[src/rtl/interp_pkg.sv]
package interp_pkg;
    typedef enum logic {
        ST_IDLE = 1'b0,
        ST_RUN  = 1'b1
    } ctl_state_e;
endpackage

[src/rtl/interp_rate_fsm.sv]
module interp_rate_fsm
    import interp_pkg::*;
#(
    parameter int FACTOR = 4,
    localparam int PH_W = $clog2(FACTOR)
) (
    input  logic            clk,
    input  logic            rst_n,
    input  logic            in_valid,
    output logic            ready,
    output logic            accept,
    output logic            running,
    output logic [PH_W-1:0] phase
);
    localparam logic [PH_W-1:0] LAST = PH_W'(FACTOR - 1);

    ctl_state_e      state, state_nx;
    logic [PH_W-1:0] phase_nx;

    // state register
    always_ff @(posedge clk) begin
        if (!rst_n) begin
            state <= ST_IDLE;
            phase <= '0;
        end else begin
            state <= state_nx;
            phase <= phase_nx;
        end
    end

    // next-state logic
    always_comb begin
        state_nx = state;
        phase_nx = phase;
        unique case (state)
            ST_IDLE: begin
                if (in_valid) begin          // START
                    state_nx = ST_RUN;
                    phase_nx = '0;
                end
            end
            ST_RUN: begin
                if (phase == LAST) begin
                    phase_nx = '0;
                    if (in_valid) state_nx = ST_RUN;   // CHAIN
                    else          state_nx = ST_IDLE;  // DRAIN
                end else begin
                    phase_nx = phase + 1'b1;           // STEP
                end
            end
            default: state_nx = ST_IDLE;
        endcase
    end

    // outputs
    always_comb begin
        ready   = (state == ST_IDLE) || (phase == LAST);
        accept  = in_valid && ready;
        running = (state == ST_RUN);
    end


    ready_drop_chk: assert property (@(posedge clk) disable iff (!rst_n)
        (in_valid && ready) |=> !ready);


    phase_step_chk: assert property (@(posedge clk) disable iff (!rst_n)
        (running && phase != LAST) |=> (running && phase == PH_W'($past(phase) + 1'b1)));


    start_phase_chk: assert property (@(posedge clk) disable iff (!rst_n)
        (in_valid && ready) |=> (running && phase == '0));
endmodule

[src/rtl/interp_sample_line.sv]
module interp_sample_line #(
    parameter int DATA_W = 8,
    parameter int DEPTH  = 4
) (
    input  logic                    clk,
    input  logic                    rst_n,
    input  logic                    shift_en,
    input  logic [DATA_W-1:0]       din,
    output logic [DEPTH*DATA_W-1:0] taps
);
    logic [DATA_W-1:0] stage_q [DEPTH];

    for (genvar s = 0; s < DEPTH; s++) begin : g_stage
        always_ff @(posedge clk) begin
            if (!rst_n) stage_q[s] <= '0;
            else if (shift_en) stage_q[s] <= (s == 0) ? din : stage_q[(s == 0) ? 0 : s - 1];
        end
        assign taps[s*DATA_W +: DATA_W] = stage_q[s];
    end


    line_hold_chk: assert property (@(posedge clk) disable iff (!rst_n)
        !shift_en |=> $stable(taps));
endmodule

[src/rtl/interp_branch_mac.sv]
module interp_branch_mac #(
    parameter int DATA_W  = 8,
    parameter int COEF_W  = 8,
    parameter int PH_TAPS = 4,
    localparam int PROD_W = DATA_W + COEF_W,
    localparam int ACC_W  = PROD_W + $clog2(PH_TAPS)
) (
    input  logic                      clk,
    input  logic                      rst_n,
    input  logic                      run,
    input  logic                      coef_valid,
    input  logic [PH_TAPS*DATA_W-1:0] taps,
    input  logic [PH_TAPS*COEF_W-1:0] coef_row,
    output logic                      out_valid,
    output logic [ACC_W-1:0]          out_data
);
    logic signed [PROD_W-1:0] prod [PH_TAPS];
    logic signed [ACC_W-1:0]  acc;

    for (genvar j = 0; j < PH_TAPS; j++) begin : g_mul
        logic [DATA_W-1:0] x;
        logic [COEF_W-1:0] c;
        assign x = taps[j*DATA_W +: DATA_W];
        assign c = coef_row[j*COEF_W +: COEF_W];
        assign prod[j] = $signed({{COEF_W{x[DATA_W-1]}}, x}) *
                         $signed({{DATA_W{c[COEF_W-1]}}, c});
    end

    always_comb begin
        acc = '0;
        for (int j = 0; j < PH_TAPS; j++) begin
            acc = acc + $signed({{(ACC_W-PROD_W){prod[j][PROD_W-1]}}, prod[j]});
        end
    end

    always_ff @(posedge clk) begin
        if (!rst_n) begin
            out_valid <= 1'b0;
            out_data  <= '0;
        end else begin
            out_valid <= run && coef_valid;
            if (run) out_data <= acc;
        end
    end


    quiet_output_chk: assert property (@(posedge clk) disable iff (!rst_n)
        !coef_valid |=> !out_valid);


    output_origin_chk: assert property (@(posedge clk) disable iff (!rst_n)
        out_valid |-> $past(run));
endmodule

[src/rtl/polyphase_interp.sv]
module polyphase_interp #(
    parameter int DATA_W  = 8,
    parameter int COEF_W  = 8,
    parameter int FACTOR  = 4,
    parameter int PH_TAPS = 4
) (
    input  logic                                        clk,
    input  logic                                        rst_n,
    input  logic                                        in_valid,
    input  logic [DATA_W-1:0]                           in_data,
    output logic                                        ready,
    input  logic                                        coef_valid,
    output logic [$clog2(FACTOR)-1:0]                   coef_addr,
    input  logic [PH_TAPS*COEF_W-1:0]                   coef_row,
    output logic                                        out_valid,
    output logic [DATA_W+COEF_W+$clog2(PH_TAPS)-1:0]    out_data
);
    localparam int PH_W = $clog2(FACTOR);

    logic                       accept;
    logic                       running;
    logic [PH_W-1:0]            phase;
    logic [PH_TAPS*DATA_W-1:0]  taps;

    interp_rate_fsm #(.FACTOR(FACTOR)) u_fsm (
        .clk      (clk),
        .rst_n    (rst_n),
        .in_valid (in_valid),
        .ready    (ready),
        .accept   (accept),
        .running  (running),
        .phase    (phase)
    );

    interp_sample_line #(.DATA_W(DATA_W), .DEPTH(PH_TAPS)) u_line (
        .clk      (clk),
        .rst_n    (rst_n),
        .shift_en (accept),
        .din      (in_data),
        .taps     (taps)
    );

    interp_branch_mac #(.DATA_W(DATA_W), .COEF_W(COEF_W), .PH_TAPS(PH_TAPS)) u_mac (
        .clk        (clk),
        .rst_n      (rst_n),
        .run        (running),
        .coef_valid (coef_valid),
        .taps       (taps),
        .coef_row   (coef_row),
        .out_valid  (out_valid),
        .out_data   (out_data)
    );

    assign coef_addr = phase;


    reset_ready_chk: assert property (@(posedge clk)
        !rst_n |=> (ready && !out_valid));
endmodule

[config.mk]
export PLATFORM = sky130hd
export DESIGN_NAME = polyphase_interp
export DESIGN_NICKNAME = d
export VERILOG_FILES = /design/src/rtl/interp_pkg.sv /design/src/rtl/interp_rate_fsm.sv /design/src/rtl/interp_sample_line.sv /design/src/rtl/interp_branch_mac.sv /design/src/rtl/polyphase_interp.sv
export SDC_FILE = /design/constraint.sdc
export NUM_CORES = 1
export LEC_CHECK = 0
export ABC_AREA = 1
export BUFFER_PORTS_ARGS = -buffer_cell sky130_fd_sc_hd__clkbuf_2
export CAP_MARGIN = 20
export CORE_MARGIN = 5
export CORE_UTILIZATION = 30
export CTS_BUF_LIST = sky130_fd_sc_hd__clkbuf_2
export DETAILED_ROUTE_END_ITERATION = 10
export GPL_TIMING_DRIVEN = 0
export PLACE_DENSITY_LB_ADDON = 0.12
export SKIP_LAST_GASP = 1
export SLEW_MARGIN = 20
export SYNTH_ARGS = -nofsm -noshare
export SYNTH_HDL_FRONTEND = slang
export SYNTH_SLANG_ARGS = --single-unit
[constraint.sdc]
create_clock -name clk -period 9.91 [get_ports clk]
set_input_delay 1.982 -clock clk [delete_from_list [all_inputs] [get_ports clk]]
set_output_delay 1.982 -clock clk [all_outputs]
set_load 0.01 [all_outputs]
==> results by group, run 1 <==
Global route
  – Busiest grt layer: met2
  – Vias in the first global route: 9,990
  – Total Routing Usage GR: approximately 14%
  – Met3 usage: ~1.3%
  – Met2 GRT Util: roughly a quarter
  – Largest net degree at the start of global routing: 26
  – M1 GR Usage: 19.42%
  – Global-route wire length before repair: 55.72 mm
  – Global route total overflow: 0
  – Initial antenna violation count: 5

Detailed routing
  – Vias/cell: approximately 4.2
  – Vias post-DR: 9,446
  – Drt first-iter violations: 442
  – Routed Antenna Nets: 0
  – Routed Wire Length: between 30 and 40 mm
  – Drt pass-1 iters: 6
  – # DRC: 0
  – Wirelength per Cell: roughly 15 µm

CTS
  – Clock Tree Root: clkbuf_2
  – Clock insertion delay at the later pin of the skew report: 0.58 ns
  – Cells resized by post-CTS repair: 0
  – H-tree levels: 2
  – CTS tree: done
  – Num CTS Buffers: 5
  – Clk pin slew, worst setup/hold paths: 0.31 ns
  – Hold-fix buffers, CTS: 0
  – Clk buf depth: 2
  – Total setup buffers inserted after CTS: 0
  – Clock net sink count: between 50 and 60

Timing
  – FMAX: 121.5 MHz
  – Clock skew: 0.03766 ns
  – RSZ-0062 raised after global routing: false
  – Tmin final: 8.232 ns
  – Final Max Tran Viols: 0
  – Crit share post-route: 83.06%
  – Final hold vios: 0
  – Slew margin rel.: 49.91%
  – Final setup fails: 0
  – Hold Slack: 0.5170 ns
  – Slew at the pin closest to its max-slew limit: 0.7513 ns
  – TNS Setup: 0 ns

Die
  – Initial Util: 30.14%
  – Height of the die: 222.8 µm
  – Row cnt: 78
  – Die footprint: 49,660 µm²
  – Core Region: 45,090 µm²
  – Chip width: 222.8 µm
  – # IOs: 66

Synthesis
  – Async set-reset flop share out of synthesis: 0%
  – EDFF count, synth: 32
  – Unique masters post-synth: 33
  – Avg Cell Area, Syn: between 8 and 9 µm²
  – Cells after synthesis: 1,619
  – Syn nets: 2,079
  – Post-synth top flop: edfxtp_1
  – Synthesis warning total: 0
  – Sequential share of the synthesized area: 10.31%
  – Syn Std Cell Area: 13,590 µm²
  – Number of synthesized register bits: 54

Setup path
  – CP delay by family, top: adder cells
  – CP cell instances: clkbuf_1 > nand2_1 > inv_1 > fa_1 > fa_1 > fa_1 > fa_1 > fa_1 > fa_1 > fa_1 > inv_1 > fa_1 > inv_1 > ha_1 > a21oi_2 > nor2_1 > o21ai_0 > nand2_1 > nor2_2 > inv_1 > nand3_1 > nand3_1 > nand2_1 > inv_1
  – Reg2Reg Setup Slack: 2.59 ns
  – CP Class: input port to flop
  – Crit Path Max Fanout: 8
  – Critical Path Max Stage Delay: 0.59 ns
  – Worst path bufs/invs: 6
  – Startpoint types: input port
  – Crit path required time: 10.41 ns
  – Critical path data arrival time: 8.74 ns
  – Crit. End Element: flop
  – CP most frequent cell: fa_1
  – Slowest-stage cell, CP: fa_1

Place
  – Final HPWL DP: 30.51 mm
  – IO buf count: 37
  – Placed cells: approximately 2,300
  – GP Congestion: slightly below 0.8

Outcome
  – Status: finished clean

Finish
  – Synthesis-to-layout area growth: 7.412%
  – Final Non-Filler Cells: 2,268
  – # fillers: 4,863
  – Post-layout util: 32.38%
  – Nets: about 2,100
  – Share of layout cells above drive strength 1: roughly 4.6%

Flow run
  – Number of max-cap violations: 0

Hold path
  – Hold Crit Class: flop to flop
## per-layer routing
layer	routed length, µm	share of wire, %
met3	771	2.3
met1	14970	44
met5	21	0.062
met4	270	0.80
met2	17830	53
## flip-flops by register name, summed over array words and instances, names as in the netlist
| signal | cells |
|---|---|
| u_line.stage_q | 32 |
| u_mac.out_data | 18 |
| u_fsm.phase | 2 |
| u_fsm.running | 1 |
| u_mac.out_valid | 1 |
## kinds of logic after synthesis
family	share of synthesized area [%]
buffers and inverters	17.98
flip-flops	10.31
adder cells (fa/ha/maj)	55.86
AO/OA/AOI/OAI	1.989
AND/OR/NAND/NOR	12.95
XOR/XNOR	0.9022
## Yosys cell counts, types with 3 or more instances
| master | n | area, µm² |
|---|---|---|
| ha_1 | 98 | 1226 |
| nand2_1 | 303 | 1137 |
| nand2_2 | 4 | 25.02 |
| edfxtp_1 | 32 | 960.9 |
| nor2_2 | 3 | 18.77 |
| buf_2 | 4 | 20.02 |
| dfxtp_1 | 22 | 440.4 |
| inv_2 | 5 | 18.77 |
| a21oi_1 | 11 | 55.05 |
| nor2_1 | 101 | 379.1 |
| o21ai_0 | 16 | 80.08 |
| nand3_1 | 23 | 115.1 |
| nand4_1 | 3 | 18.77 |
| inv_1 | 566 | 2125 |
| xor2_1 | 7 | 61.31 |
| or2_2 | 4 | 25.02 |
| a21o_1 | 3 | 22.52 |
| a21oi_2 | 3 | 26.28 |
| o211ai_1 | 3 | 22.52 |
| fa_1 | 318 | 6366 |
| xnor2_1 | 7 | 61.31 |
| a31oi_1 | 3 | 18.77 |
| clkbuf_1 | 65 | 244.0 |
| o21ai_1 | 3 | 15.01 |
## worst register-to-register path, cell delays in order, from the launching register on
cell	delay [ns]
edfxtp_1	0.44
clkbuf_1	0.33
nand2_1	0.25
inv_1	0.11
fa_1	0.53
inv_1	0.08
fa_1	0.55
inv_1	0.06
fa_1	0.66
inv_1	0.18
fa_1	0.58
fa_1	0.45
fa_1	0.61
fa_1	0.45
fa_1	0.51
inv_1	0.05
ha_1	0.36
a21o_1	0.21
a31oi_1	0.13
nand2_1	0.08
nor2_2	0.19
inv_1	0.07
nand3_1	0.11
nand3_1	0.14
nand2_1	0.09
inv_1	0.03
## area by class of cell
cell class | count | area [µm²] | share of cell area [%]
inverters | 571 | 2143 | 14.68
plain buffers | 72 | 300.3 | 2.057
multi-input cells | 922 | 9748 | 66.78
flip-flops and latches | 54 | 1401 | 9.600
clock inverters | 1 | 6.256 | 0.04286
well taps | 600 | 750.7 | 5.143
diodes | 3 | 7.507 | 0.05143
repair buffers | 38 | 205.2 | 1.406
clock buffers | 7 | 35.03 | 0.2400
## metrics by stage
| step | instance area, µm² | setup slack, ns |
|---|---|---|
| 6_report | 14600 | 1.678 |
| 5_1_grt | 14600 | 1.277 |
| 2_1_floorplan | 13590 | 2.042 |
| 3_5_place_dp | 14550 | 1.005 |
| 3_3_place_gp | 14530 | 0.9816 |
| 4_1_cts | 14590 | 1.646 |
## cell usage in the layout, fill, tap and decap left out
master    instances
inv_4             1
fa_1            318
buf_6             2
xnor2_1           7
clkbuf_8          1
edfxtp_1         32
clkbuf_2         44
nand2_1         302
nand4_1           3
nor3_2            1
a21oi_2           3
nor2_2            3
buf_12            1
nand2_2           5
inv_2             5
clkbuf_1         65
nand3_2           2
o31ai_1           1
diode_2           3
buf_2             4
a21oi_1          11
nor2_1          101
or2_1             1
nand3_1          23
dfxtp_1          22
a21o_1            3
nor3_1            1
xor2_1            7
o211ai_1          3
o21ai_0          16
a31oi_1           3
or2_2             4
a22oi_1           1
o21bai_1          2
o21ai_1           3
inv_1           566
ha_1             98
## path summary, 6_finish.rpt
kind                                       from                               to  cells after the start
max                                 coef_row[8]  u_mac.out_data[17]$_SDFFE_PN0P_                     24
min reg2reg         u_fsm.phase[0]$_SDFFE_PN0P_      u_fsm.phase[0]$_SDFFE_PN0P_                      2
min                 u_fsm.phase[0]$_SDFFE_PN0P_      u_fsm.phase[0]$_SDFFE_PN0P_                      2
max reg2reg  u_line.stage_q[0][7]$_SDFFCE_PN0P_  u_mac.out_data[17]$_SDFFE_PN0P_                     25
Power of run 1 is left out: the tool's default activity adds up to more than one toggle a clock period on the data nets, which glitch-free logic cannot reach.
==> run 2: changes to the inputs <==
- clock period: 9.91 -> 7.8 ns (I/O delays scaled with it)
==> results by group, run 2 (synthesis gave the netlist of run 1 again) <==
Outcome
  – Status: finished clean

Die
  – # IOs: 66
  – Initial Util: between 30% and 40%
  – Height of the die: roughly 220 µm
  – Row cnt: 78
  – Die footprint: a little under 50,000 µm²
  – Core Region: between 40,000 and 50,000 µm²
  – Chip width: 222.8 µm

CTS
  – Clock Tree Root: clkbuf_2
  – Clk pin slew, worst setup/hold paths: 0.31 ns
  – H-tree levels: 2
  – Clock net sink count: between 50 and 60
  – Clock insertion delay at the later pin of the skew report: 0.58 ns
  – Clk buf depth: 2
  – Num CTS Buffers: 5
  – CTS tree: done

Global route
  – Initial antenna violation count: 5
  – Global route total overflow: 0
  – Largest net degree at the start of global routing: 26
  – Vias in the first global route: roughly 10,000
  – Total Routing Usage GR: around 14%
  – Global-route wire length before repair: 55.72 mm

Detailed routing
  – DR top layer: met5
  – Wirelength per Cell: around 15 µm
  – Vias/cell: 4.175
  – Drt pass-1 iters: 5
  – Met3 wire len: 940 µm
  – Routed Wire Length: ~34 mm
  – Drt first-iter violations: 437
  – WL met1: approximately 15 mm
  – # DRC: 0
  – Routed Antenna Nets: 0
  – Vias post-DR: 9,497
  – Routed wire length on met2: approximately 18 mm

Finish
  – Most frequent cells in the layout: 563 x inv_1, 314 x fa_1, 300 x nand2_1, 101 x nor2_1, 97 x ha_1
  – Commonest non-fill, non-tap cell in the layout: inv_1
  – # fillers: between 4,000 and 5,000
  – Largest regs: u_line.stage_q x32, u_mac.out_data x18, u_fsm.phase x2
  – Most flop-heavy register: u_line.stage_q
  – Flip-flop count of the largest register after layout: 32
  – Nets: 2,131
  – Final Non-Filler Cells: 2,275
  – Share of layout cells above drive strength 1: 6.400%
  – Synthesis-to-layout area growth: 8.083%

Setup path
  – Startpoint types: input port
  – Crit Path Max Fanout: 8
  – Crit path required time: ~8.3 ns
  – CP Class: input port to flop
  – Critical Path Max Stage Delay: 0.59 ns
  – Slowest-stage cell, CP: fa_1
  – Setup crit start: coef_row[8]
  – CP most frequent cell: fa_1
  – Crit. End Element: flop
  – Critical path data arrival time: 8.06 ns
  – RR Startpoint: u_line.stage_q[0][7]$_SDFFCE_PN0P_

Timing
  – FMAX: 132.4 MHz
  – Crit share post-route: a little over nine tenths
  – Tmin final: 7.554 ns
  – Slew margin rel.: 51.86%
  – Final setup fails: 0
  – Final hold vios: 0
  – RSZ-0062 raised after global routing: false
  – Slew at the pin closest to its max-slew limit: 0.7220 ns
  – Final worst slack: 0.2457 ns
  – Clock skew: 0.03805 ns
  – Final Max Tran Viols: 0

Place
  – IO buf count: 37
  – Placed cells: 2,257
  – Final HPWL DP: 30.51 mm
  – GP Congestion: slightly below 0.8
  – Pre-CTS WS: -0.6832 ns

Hold path
  – Hold Crit Class: flop to flop
  – Hold Crit Start: u_fsm.phase[0]$_SDFFE_PN0P_

Flow run
  – Number of max-cap violations: 0
run 2: cell count changes in the layout (fill, tap and decap cells not counted), moves of 3 or more:
cell / change
fa_1: -4
inv_1: -3
clkbuf_2: +14
fa_2: +4
buf_4: +7
clkbuf_1: -14
run 2: path summary, 6_finish.rpt:
path	endpoint	slack [ns]	cells past startpoint
max	u_mac.out_data[17]$_SDFFE_PN0P_	0.25	25
min reg2reg	u_fsm.phase[0]$_SDFFE_PN0P_	0.52	2
min	u_fsm.phase[0]$_SDFFE_PN0P_	0.52	2
max reg2reg	u_mac.out_data[17]$_SDFFE_PN0P_	0.61	26
run 2: timing repair:
action	4_1_cts	5_1_grt
endpoints found under the setup margin	1	2
resized for setup	4	31
hold buffers	0	0
pin swaps	0	1
buffers inserted	0	7
run 2: metal layers:
layer	vias to the layer above	global-route usage, %
met1	4816	19.42
met3	10	1.282
met4	4	2.233
met5	-	0
met2	117	25.86
li1	4550	-
run 2: per-stage QoR:
step / hold slack [ns] / utilization [%] / cell area [µm²] / setup TNS [ns]
finish: 0.5171 / 32.58 / 14690 / 0
global route: 0.5393 / 32.57 / 14690 / 0
CTS: 0.5152 / 32.38 / 14600 / 0
detailed placement: 0.4814 / 32.27 / 14550 / -2.558
global placement: 0.4715 / 32.22 / 14530 / -2.566
floorplan: 0.4993 / - / 13590 / 0
run 2: cell type report:
| type | instances | area, µm² | share of cell area [%] |
|---|---|---|---|
| Antenna cell | 3 | 7.507 | 0.05111 |
| Buffer | 72 | 317.8 | 2.164 |
| Clock buffer | 7 | 35.03 | 0.2385 |
| Clock inverter | 1 | 6.256 | 0.04259 |
| Inverter | 571 | 2147 | 14.62 |
| Multi-Input combinational cell | 922 | 9766 | 66.48 |
| Sequential cell | 54 | 1401 | 9.540 |
| Tap cell | 600 | 750.7 | 5.111 |
| Timing Repair Buffer | 45 | 257.7 | 1.755 |
run 2: critical path: cells and delay by family:
kind / cells / cell delay [ns]
adder cells (fa/ha/maj): 9 / 4.37
AO/OA/AOI/OAI: 2 / 0.48
AND/OR/NAND/NOR: 7 / 0.87
buffers and inverters: 7 / 0.76
Power of run 2 is left out for the same reason.
==> run 3: changes to the inputs <==
- CELL_PAD_IN_SITES_DETAIL_PLACEMENT: default -> 0
- CELL_PAD_IN_SITES_GLOBAL_PLACEMENT: default -> 1
==> results by group, run 3 (synthesis gave the netlist of run 1 again) <==
Setup path
  – CP Class: input port to flop
  – Critical path data arrival time: 8.02 ns
  – Crit path required time: 8.33 ns
  – Startpoint types: input port
  – Crit Path Max Fanout: 8
  – Crit. End Element: flop

Global route
  – Busiest grt layer: met2
  – Vias in the first global route: 10,080
  – Global route total overflow: 0
  – Total Routing Usage GR: roughly 15%
  – Met3 usage: 0.8323%
  – Initial antenna violation count: 1
  – Met2 GRT Util: 26.15%
  – Global-route wire length before repair: slightly below 60 mm
  – M1 GR Usage: approximately a fifth
  – Largest net degree at the start of global routing: 25

Timing
  – Clock skew: 0.02839 ns
  – Tmin final: 7.494 ns
  – Slew at the pin closest to its max-slew limit: 0.8083 ns
  – Crit share post-route: 96.08%
  – Slew margin rel.: 46.12%
  – Final setup fails: 0
  – Final Max Tran Viols: 0
  – Final hold vios: 0
  – FMAX: 133.4 MHz

Place
  – GP Congestion: 0.7904
  – Final HPWL DP: approximately 32 mm
  – IO buf count: 37
  – Post-DP Area: 14,550 µm²

Finish
  – Share of layout cells above drive strength 1: 5.805%
  – Flip-flop count of the largest register after layout: 32
  – Most flop-heavy register: u_line.stage_q
  – Largest regs: u_line.stage_q x32, u_mac.out_data x18, u_fsm.phase x2
  – Post-layout util: 32.52%
  – Nets: between 2,000 and 2,500
  – Commonest non-fill, non-tap cell in the layout: inv_1
  – Most frequent cells in the layout: 564 x inv_1, 316 x fa_1, 301 x nand2_1, 101 x nor2_1, 98 x ha_1
  – Synthesis-to-layout area growth: 7.899%
  – Fin area: 14,660 µm²

Detailed routing
  – Vias/cell: 4.147
  – Drt pass-1 iters: 7
  – Drt first-iter violations: 423
  – Wirelength per Cell: 15.32 µm
  – Vias post-DR: ~9,400
  – Routed Wire Length: 34.83 mm
  – # DRC: 0
  – Routed Antenna Nets: 0

Flow run
  – Number of max-cap violations: 0

CTS
  – Clock net sink count: 54
  – Hold-fix buffers, CTS: 0
  – Clk pin slew, worst setup/hold paths: between 0.3 and 0.4 ns
  – CTS tree: done
  – Num CTS Buffers: 5
  – Clk buf depth: 2
  – H-tree levels: 2
  – Clock insertion delay at the later pin of the skew report: approximately 0.56 ns
  – Clock Tree Root: clkbuf_2

Die
  – Die footprint: 49,660 µm²
  – Initial Util: a little under a third
  – Core Region: 45,090 µm²
  – Height of the die: 222.8 µm
  – # IOs: 66
  – Chip width: 222.8 µm
  – Row cnt: between 70 and 80

Outcome
  – Status: finished clean

Hold path
  – Hold Crit Class: flop to flop
run 3: cell types whose count changed in the layout (fill, tap and decap cells not counted), sizes merged:
cell   delta
diode     -1
buf       -1
run 3: timing repair:
action,in CTS,in global routing
setup buffers,0,6
gates resized for setup,0,26
setup endpoints to repair,0,5
run 3: path summary, 6_finish.rpt:
| check | cells after the start | slack, ns | from | end |
|---|---|---|---|---|
| hold / removal | 2 | 0.52 | u_fsm.phase[0]$_SDFFE_PN0P_ | u_fsm.phase[0]$_SDFFE_PN0P_ |
| setup / recovery | 25 | 0.31 | coef_row[8] | u_mac.out_data[17]$_SDFFE_PN0P_ |
| setup reg to reg | 26 | 0.70 | u_line.stage_q[0][7]$_SDFFCE_PN0P_ | u_mac.out_data[17]$_SDFFE_PN0P_ |
| hold reg to reg | 2 | 0.52 | u_fsm.phase[0]$_SDFFE_PN0P_ | u_fsm.phase[0]$_SDFFE_PN0P_ |
run 3: metal layers:
| metal | part of all wire, % | vias up | routed length, µm |
|---|---|---|---|
| met4 | 0.65 | 0 | 226 |
| met3 | 2.3 | 7 | 803 |
| met1 | 46 | 4761 | 15980 |
| li1 | - | 4551 | - |
| met5 | 0 | - | 0 |
| met2 | 51 | 108 | 17820 |
run 3: through the flow:
stage	hold WS, ns	instances	setup slack, ns	setup TNS (ns)
final	0.5177	2273	0.3056	0
after global placement	0.4657	2256	-0.5942	-2.849
after CTS	0.5130	2265	0.09601	0
after floorplan	0.4993	1619	0.3542	0
after detailed placement	0.4692	2257	-0.6437	-3.207
after global routing	0.5416	2273	-0.006626	-0.006626
run 3: critical path: stages:
cell,delay [ns]
clkbuf_2,0.19
nand2_1,0.26
clkinvlp_4,0.23
buf_4,0.18
fa_1,0.52
fa_1,0.45
fa_1,0.58
fa_1,0.46
fa_1,0.55
fa_1,0.44
fa_1,0.49
inv_1,0.05
fa_1,0.50
inv_1,0.05
ha_1,0.36
a21oi_2,0.24
nor2_1,0.08
o21ai_1,0.20
nand2_1,0.09
nor2_2,0.18
inv_1,0.06
nand3_1,0.11
nand3_1,0.09
nand2_1,0.06
inv_1,0.03
run 3: layout make-up:
cell class / count / area, µm²
buffer: 72 / 312.8
multi-input combinational: 922 / 9756
tap: 600 / 750.7
clock inverter: 1 / 6.256
sequential: 54 / 1401
timing repair buffer: 44 / 250.2
antenna: 2 / 5.005
fill: 4915 / 30420
inverter: 571 / 2147
clock buffer: 7 / 35.03
Power of run 3 is left out for the same reason.
